===== src/rtl/irq_steer_pkg.sv =====
package irq_steer_pkg;

    localparam int NLINE = 4;
    localparam int NIRQ  = 16;
    localparam int AW    = 4;
    localparam int DW    = 8;

    localparam logic [AW-1:0] A_ELCR_LO = 4'h8;
    localparam logic [AW-1:0] A_ELCR_HI = 4'h9;
    localparam logic [AW-1:0] A_STATUS  = 4'hA;

    localparam logic [DW-1:0] ROUTE_OFF    = 8'h80;
    localparam logic [DW-1:0] ELCR_LO_MASK = 8'hF8;
    localparam logic [DW-1:0] ELCR_HI_MASK = 8'hDE;

    typedef enum logic [2:0] {
        OP_IDLE,
        OP_ROUTE,
        OP_BADLINE,
        OP_ELCR_LO,
        OP_ELCR_HI,
        OP_STATUS
    } cfg_op_e;

    function automatic logic irq_shareable(input logic [DW-1:0] v);
        return (v < 8'd16) && !(v inside {8'd0, 8'd1, 8'd2, 8'd8, 8'd13});
    endfunction

endpackage


===== src/rtl/irq_steer_cfg.sv =====
module irq_steer_cfg
    import irq_steer_pkg::*;
#(
    parameter int NL = NLINE,
    parameter int NI = NIRQ
) (
    input  logic                   clk,
    input  logic                   rst_n,
    input  logic                   cfg_wr,
    input  logic [AW-1:0]          cfg_addr,
    input  logic [DW-1:0]          cfg_wdata,
    output logic [DW-1:0]          cfg_rdata,
    output logic [NL-1:0][DW-1:0]  route_o,
    output logic [NI-1:0]          level_o,
    output logic                   err_o,
    output cfg_op_e                op_o,
    output logic [DW-1:0]          opdata_o
);

    localparam int LW = (NL > 1) ? $clog2(NL) : 1;

    cfg_op_e                op_q, op_d;
    logic [DW-1:0]          data_q;
    logic [LW-1:0]          line_q;
    logic [NL-1:0][DW-1:0]  route_q;
    logic [DW-1:0]          elcr_lo_q, elcr_hi_q;
    logic                   err_q;

    // decode of the bus into the next pending operation
    always_comb begin
        op_d = OP_IDLE;
        if (cfg_wr) begin
            if (!cfg_addr[3]) begin
                op_d = (int'(cfg_addr[2:0]) < NL) ? OP_ROUTE : OP_BADLINE;
            end else if (cfg_addr == A_ELCR_LO) begin
                op_d = OP_ELCR_LO;
            end else if (cfg_addr == A_ELCR_HI) begin
                op_d = OP_ELCR_HI;
            end else if (cfg_addr == A_STATUS) begin
                op_d = OP_STATUS;
            end
        end
    end

    // state register
    always_ff @(posedge clk) begin
        if (!rst_n) begin
            op_q   <= OP_IDLE;
            data_q <= '0;
            line_q <= '0;
        end else begin
            op_q   <= op_d;
            data_q <= cfg_wdata;
            line_q <= cfg_addr[LW-1:0];
        end
    end

    // commit of the pending operation
    always_ff @(posedge clk) begin
        if (!rst_n) begin
            for (int i = 0; i < NL; i++) route_q[i] <= ROUTE_OFF;
            elcr_lo_q <= '0;
            elcr_hi_q <= '0;
            err_q     <= 1'b0;
        end else begin
            unique case (op_q)
                OP_IDLE: ;
                OP_ROUTE: begin
                    if (data_q[7]) begin
                        route_q[line_q] <= data_q;
                    end else if (irq_shareable(data_q)) begin
                        route_q[line_q] <= data_q;
                        if (data_q[3]) elcr_hi_q[data_q[2:0]] <= 1'b1;
                        else           elcr_lo_q[data_q[2:0]] <= 1'b1;
                    end else begin
                        err_q <= 1'b1;
                    end
                end
                OP_BADLINE: err_q     <= 1'b1;
                OP_ELCR_LO: elcr_lo_q <= data_q & ELCR_LO_MASK;
                OP_ELCR_HI: elcr_hi_q <= data_q & ELCR_HI_MASK;
                OP_STATUS:  if (data_q[0]) err_q <= 1'b0;
            endcase
        end
    end

    // read mux
    always_comb begin
        cfg_rdata = '0;
        if (!cfg_addr[3]) begin
            if (int'(cfg_addr[2:0]) < NL) cfg_rdata = route_q[cfg_addr[LW-1:0]];
        end else if (cfg_addr == A_ELCR_LO) begin
            cfg_rdata = elcr_lo_q;
        end else if (cfg_addr == A_ELCR_HI) begin
            cfg_rdata = elcr_hi_q;
        end else if (cfg_addr == A_STATUS) begin
            cfg_rdata = {{(DW-1){1'b0}}, err_q};
        end
    end

    assign route_o  = route_q;
    assign level_o  = {elcr_hi_q, elcr_lo_q};
    assign err_o    = err_q;
    assign op_o     = op_q;
    assign opdata_o = data_q;

endmodule


===== src/rtl/irq_steer_merge.sv =====
module irq_steer_merge
    import irq_steer_pkg::*;
#(
    parameter int NL = NLINE,
    parameter int NI = NIRQ
) (
    input  logic [NL-1:0][DW-1:0] route_i,
    input  logic [NL-1:0]         pci_int_n,
    input  logic [NI-1:0]         legacy_irq,
    output logic [NI-1:0]         src_o
);

    for (genvar n = 0; n < NI; n++) begin : g_irq
        always_comb begin
            src_o[n] = legacy_irq[n];
            for (int i = 0; i < NL; i++) begin
                if (!pci_int_n[i] && !route_i[i][7] &&
                    (route_i[i][6:0] == 7'(n))) begin
                    src_o[n] = 1'b1;
                end
            end
        end
    end

endmodule


===== src/rtl/irq_steer_qual.sv =====
module irq_steer_qual
    import irq_steer_pkg::*;
#(
    parameter int NI = NIRQ
) (
    input  logic          clk,
    input  logic          rst_n,
    input  logic [NI-1:0] src_i,
    input  logic [NI-1:0] level_i,
    output logic [NI-1:0] irq_o
);

    for (genvar n = 0; n < NI; n++) begin : g_q
        logic src_d;
        logic req_q;
        always_ff @(posedge clk) begin
            if (!rst_n) begin
                src_d <= 1'b0;
                req_q <= 1'b0;
            end else begin
                src_d <= src_i[n];
                req_q <= level_i[n] ? src_i[n] : (src_i[n] & ~src_d);
            end
        end
        assign irq_o[n] = req_q;
    end

endmodule


===== src/rtl/irq_steer.sv =====
module irq_steer
    import irq_steer_pkg::*;
#(
    parameter int NL = NLINE,
    parameter int NI = NIRQ
) (
    input  logic          clk,
    input  logic          rst_n,
    input  logic          cfg_wr,
    input  logic [3:0]    cfg_addr,
    input  logic [7:0]    cfg_wdata,
    output logic [7:0]    cfg_rdata,
    input  logic [NL-1:0] pci_int_n,
    input  logic [NI-1:0] legacy_irq,
    output logic [NI-1:0] irq_req
);

    logic [NL-1:0][DW-1:0] route;
    logic [NI-1:0]         level;
    logic [NI-1:0]         src;
    logic                  err;
    cfg_op_e               op;
    logic [DW-1:0]         opdata;

    irq_steer_cfg #(.NL(NL), .NI(NI)) u_cfg (
        .clk       (clk),
        .rst_n     (rst_n),
        .cfg_wr    (cfg_wr),
        .cfg_addr  (cfg_addr),
        .cfg_wdata (cfg_wdata),
        .cfg_rdata (cfg_rdata),
        .route_o   (route),
        .level_o   (level),
        .err_o     (err),
        .op_o      (op),
        .opdata_o  (opdata)
    );

    irq_steer_merge #(.NL(NL), .NI(NI)) u_merge (
        .route_i    (route),
        .pci_int_n  (pci_int_n),
        .legacy_irq (legacy_irq),
        .src_o      (src)
    );

    irq_steer_qual #(.NI(NI)) u_qual (
        .clk     (clk),
        .rst_n   (rst_n),
        .src_i   (src),
        .level_i (level),
        .irq_o   (irq_req)
    );

endmodule


===== config.mk =====
export PLATFORM = sky130hd
export DESIGN_NAME = irq_steer
export DESIGN_NICKNAME = d
export VERILOG_FILES = /design/src/rtl/irq_steer_pkg.sv /design/src/rtl/irq_steer_cfg.sv /design/src/rtl/irq_steer_merge.sv /design/src/rtl/irq_steer_qual.sv /design/src/rtl/irq_steer.sv
export SDC_FILE = /design/constraint.sdc
export NUM_CORES = 1
export LEC_CHECK = 0
export ABC_AREA = 1
export BUFFER_PORTS_ARGS = -buffer_cell sky130_fd_sc_hd__buf_2
export CORE_UTILIZATION = 59
export CTS_CLUSTER_SIZE = 20
export DETAILED_ROUTE_END_ITERATION = 7
export HOLD_SLACK_MARGIN = 0.05
export PLACE_DENSITY = 0.8
export RECOVER_POWER = 25
export SYNTH_ARGS = -nofsm -noshare
export SYNTH_HDL_FRONTEND = slang
export SYNTH_HIERARCHICAL = 1
export SYNTH_SLANG_ARGS = --single-unit

===== constraint.sdc =====
create_clock -name clk -period 2.6 [get_ports clk]
set_input_delay 0.26 -clock clk [delete_from_list [all_inputs] [get_ports clk]]
set_output_delay 0.26 -clock clk [all_outputs]
set_load 0.02 [all_outputs]

==> summary.md <==
| Metric | Value |
|---|---|
| Status | completed |
| Antenna Violating Nets Remaining | 0 |
| Clock Tree Buf Depth | 2 |
| Setup crit end | u_cfg/route_o[27] |
| # IOs | just under 60 |
| Final TNS setup | 0 ps |
| Global-route usage over all layers | approximately a third |
| Die ar. | between 9000 and 10000 um^2 |
| Worst path required time | 2860 ps |
| Clock slew at reported path FFs | around 110 ps |
| Clock Latency Late Sink | 380 ps |
| Worst-margin pin slew | about 1100 ps |
| Crit-path max FO | 60 |
| CTS tree | yes |
| Power Total | between 0.002 and 0.003 W |
| Root Buffer | clkbuf_8 |
| DP Area | around 5400 um^2 |
| Fin Clk Skew | about 20 ps |
| Htree depth | 3 |
| # rows | 33 |
| Most frequent cells in the layout | nand2_1, inv_1, nor2_1 |
| Initial antenna violation count | 0 |
| Mapped Nets | about 850 |
| Worst r2r dst | u_cfg/route_o[27] |
| Flops & latches, synth | between 90 and 100 |
| Final WL | 14200 um |
| Syn Area/Cell | ~6.4 um^2 |
| CP Capture Type | register |
| Final Cycle Share | around 77% |
| CP Class | register to register |
| Global Route met3 Usage | around 5.5% |
| Synth Instances | 816 |
| Diodes inserted | 0 |
| Setup Viol. Count Final | 0 |
| Final Hold Fails | 0 |
| Reg-to-reg slack, setup | between 600 and 700 ps |
| Filler instances | roughly 800 |
| Most common cell after layout, fill and taps aside | nand2_1 |
| Core area | roughly 8400 um^2 |
| Ys Warns | 6 |
| Avg WL per Cell | around 15 um |
| IO Port Bufs | 58 |
| Post-CTS Setup Inserts | 0 |
| Post-DP HPWL | about 11000 um |
| Largest net degree at the start of global routing | between 60 and 70 |
| Cts repair resizes | 0 |
| Initial core utilization | roughly 62% |
| Final #Nets | 890 |
| Via count | ~5.3k |
| Worst Setup SP | u_cfg/opdata_o[0] |
| Cell Count, Final, Fillers Out | 965 |
| Drt drc | 0 |
| Worst slew margin | about 28% |
| Leak | between 2 and 3 nW |
| GP Congestion | just under 1 |
| Reg area | approximately 1900 um^2 |
| Grt met2 use | between 50 and 60% |
| Clock sinks | 94 |
| Post-DR vias/cell | around 5.4 |
| Netlist cell types | 34 |
| Die width | 95.9 um |
| DRT iter0 DRCs | approximately 540 |
| Sequential area share after synthesis | approximately 36% |
| FF-to-FF Start | u_cfg/opdata_o[0] |
| Pwr dens | a little under 500 nW/um^2 |
| Pre-antenna DRT Iters | 6 |
| Share of post-route cells with drive strength above 1 | around an eighth |
| First-pass GRT wire length | approximately 22000 um |
| RSZ-0062 raised after global routing | no |
| HP Class | input port to register |
| Final slew viol count | 0 |
| Placed cells | between 900 and 1k |
| Die Ht | 95.9 um |
| Maxcap violations | 0 |
| Worst vdd ir | a little over 0.4 mV |
| Multi-input combinational cell area | between 2000 and 3000 um^2 |
| Layout area overhead | 7.67% |
| Grt total ovfl | 0 |
| Final Critical Period | 2000 ps |
| Final Instance Area | 5600 um^2 |
| Vias in the first global route | between 4k and 5k |
| FF-to-FF path depth | 9 |
| CP Launch Type | register |
| Met1 Use GR | between 40 and 50% |
| CP Data Arrival Time | about 2300 ps |
| Highest clock rate | roughly 500 MHz |
| Synth Cell Area | ~5200 um^2 |
| Total CTS buffers | 9 |
| Grt peak-use layer | met2 |
-- routing by layer --
metal / wire [um] / part of all wire, %
met4: 450 / 3.2
met2: 6470 / 46
met1: 6230 / 44
met5: 0 / 0
met3: 1070 / 7.5
-- cells in the mapped netlist (all sizes together) --
| cell type | count | share of area, % |
|---|---|---|
| nor2 | 122 | 10 |
| clkbuf | 11 | 0.79 |
| dfxtp | 94 | 36 |
| o21ai | 27 | 2.6 |
| nor4 | 1 | 0.12 |
| a21oi | 69 | 7.4 |
| buf | 28 | 4.4 |
| nand3 | 88 | 8.6 |
| inv | 138 | 10 |
| clkinv | 4 | 0.31 |
| o21bai | 1 | 0.14 |
| nand4 | 5 | 0.72 |
| nand2 | 202 | 15 |
| a22oi | 1 | 0.14 |
| o211ai | 11 | 1.6 |
| a21o | 1 | 0.14 |
| o221ai | 3 | 0.51 |
| nor3 | 10 | 1.1 |
-- cells by family (layout without fill, tap and decap cells) --
| family | Yosys count | after routing | share of synthesized area, % |
|---|---|---|---|
| AO/OA/AOI/OAI | 113 | 113 | 12.5 |
| buffers and inverters | 181 | 225 | 15.5 |
| flip-flops | 94 | 94 | 36.2 |
| AND/OR/NAND/NOR | 428 | 428 | 35.8 |
-- how the worst min path moves through the flow --
stage,start,to,slack [ps],cells past startpoint
floorplan,cfg_wdata[0],u_cfg/opdata_o[0],360,2
global placement,u_qual/g_q[14].src_d,u_qual/g_q[14].req_q,390,1
detailed placement,u_qual/g_q[14].src_d,u_qual/g_q[14].req_q,400,1
CTS,cfg_wdata[1],u_cfg/opdata_o[1],60,3
global route,cfg_wdata[1],u_cfg/opdata_o[1],70,3
finish,cfg_wdata[1],u_cfg/opdata_o[1],60,3
-- repair_timing --
action | 4_1_cts | 5_1_grt
setup endpoints to repair | 0 | 0
hold buffers | 4 | 0
hold endpoints to repair | 4 | 0
-- state kept, by name (all words and copies together) (netlist names) --
register / cells
u_qual/g_q.src_d: 16
u_qual/g_q.req_q: 16
u_cfg/route_o: 32
u_cfg/elcr_hi_q: 8
u_cfg/err_o: 1
u_cfg/opdata_o: 8
u_cfg/line_q: 2
u_cfg/elcr_lo_q: 8
u_cfg/op_o: 3
-- critical path, stage by stage (launching register included) --
cell,delay (ps)
dfxtp_1,480
inv_2,160
nand2_2,120
nand2_1,50
nand2_1,100
nand4_2,140
nand2_4,480
nand3_1,170
nand2_1,120
nor2_1,50
-- power breakdown --
part	leakage, nW	internal, W	total (W)	switching (W)
sequential	0.769	0.00148	0.00151	0.0000310
clock	0.0981	0.000379	0.000974	0.000595
combinational	1.73	0.0000914	0.000293	0.000202
total	2.60	0.00195	0.00278	0.000828
-- layout make-up --
cell class                      instances  area share [%]
Clock inverter                          7            1.34
Inverter                              142            9.58
Multi-Input combinational cell        541            44.9
Sequential cell                        94            33.6
Tap cell                              105            2.34
Timing Repair Buffer                   67            6.05
Clock buffer                            9            2.21
-- per-stage QoR --
| step | hold WS [ps] | worst slack (ps) | util, % |
|---|---|---|---|
| floorplan | 358 | 1080 | - |
| global placement | 394 | 712 | 64.3 |
| detailed placement | 402 | 702 | 64.3 |
| CTS | 56.1 | 683 | 67.2 |
| global route | 71.9 | 476 | 66.8 |
| finish | 61.8 | 603 | 66.8 |
Power figures use the tool's default switching activity.
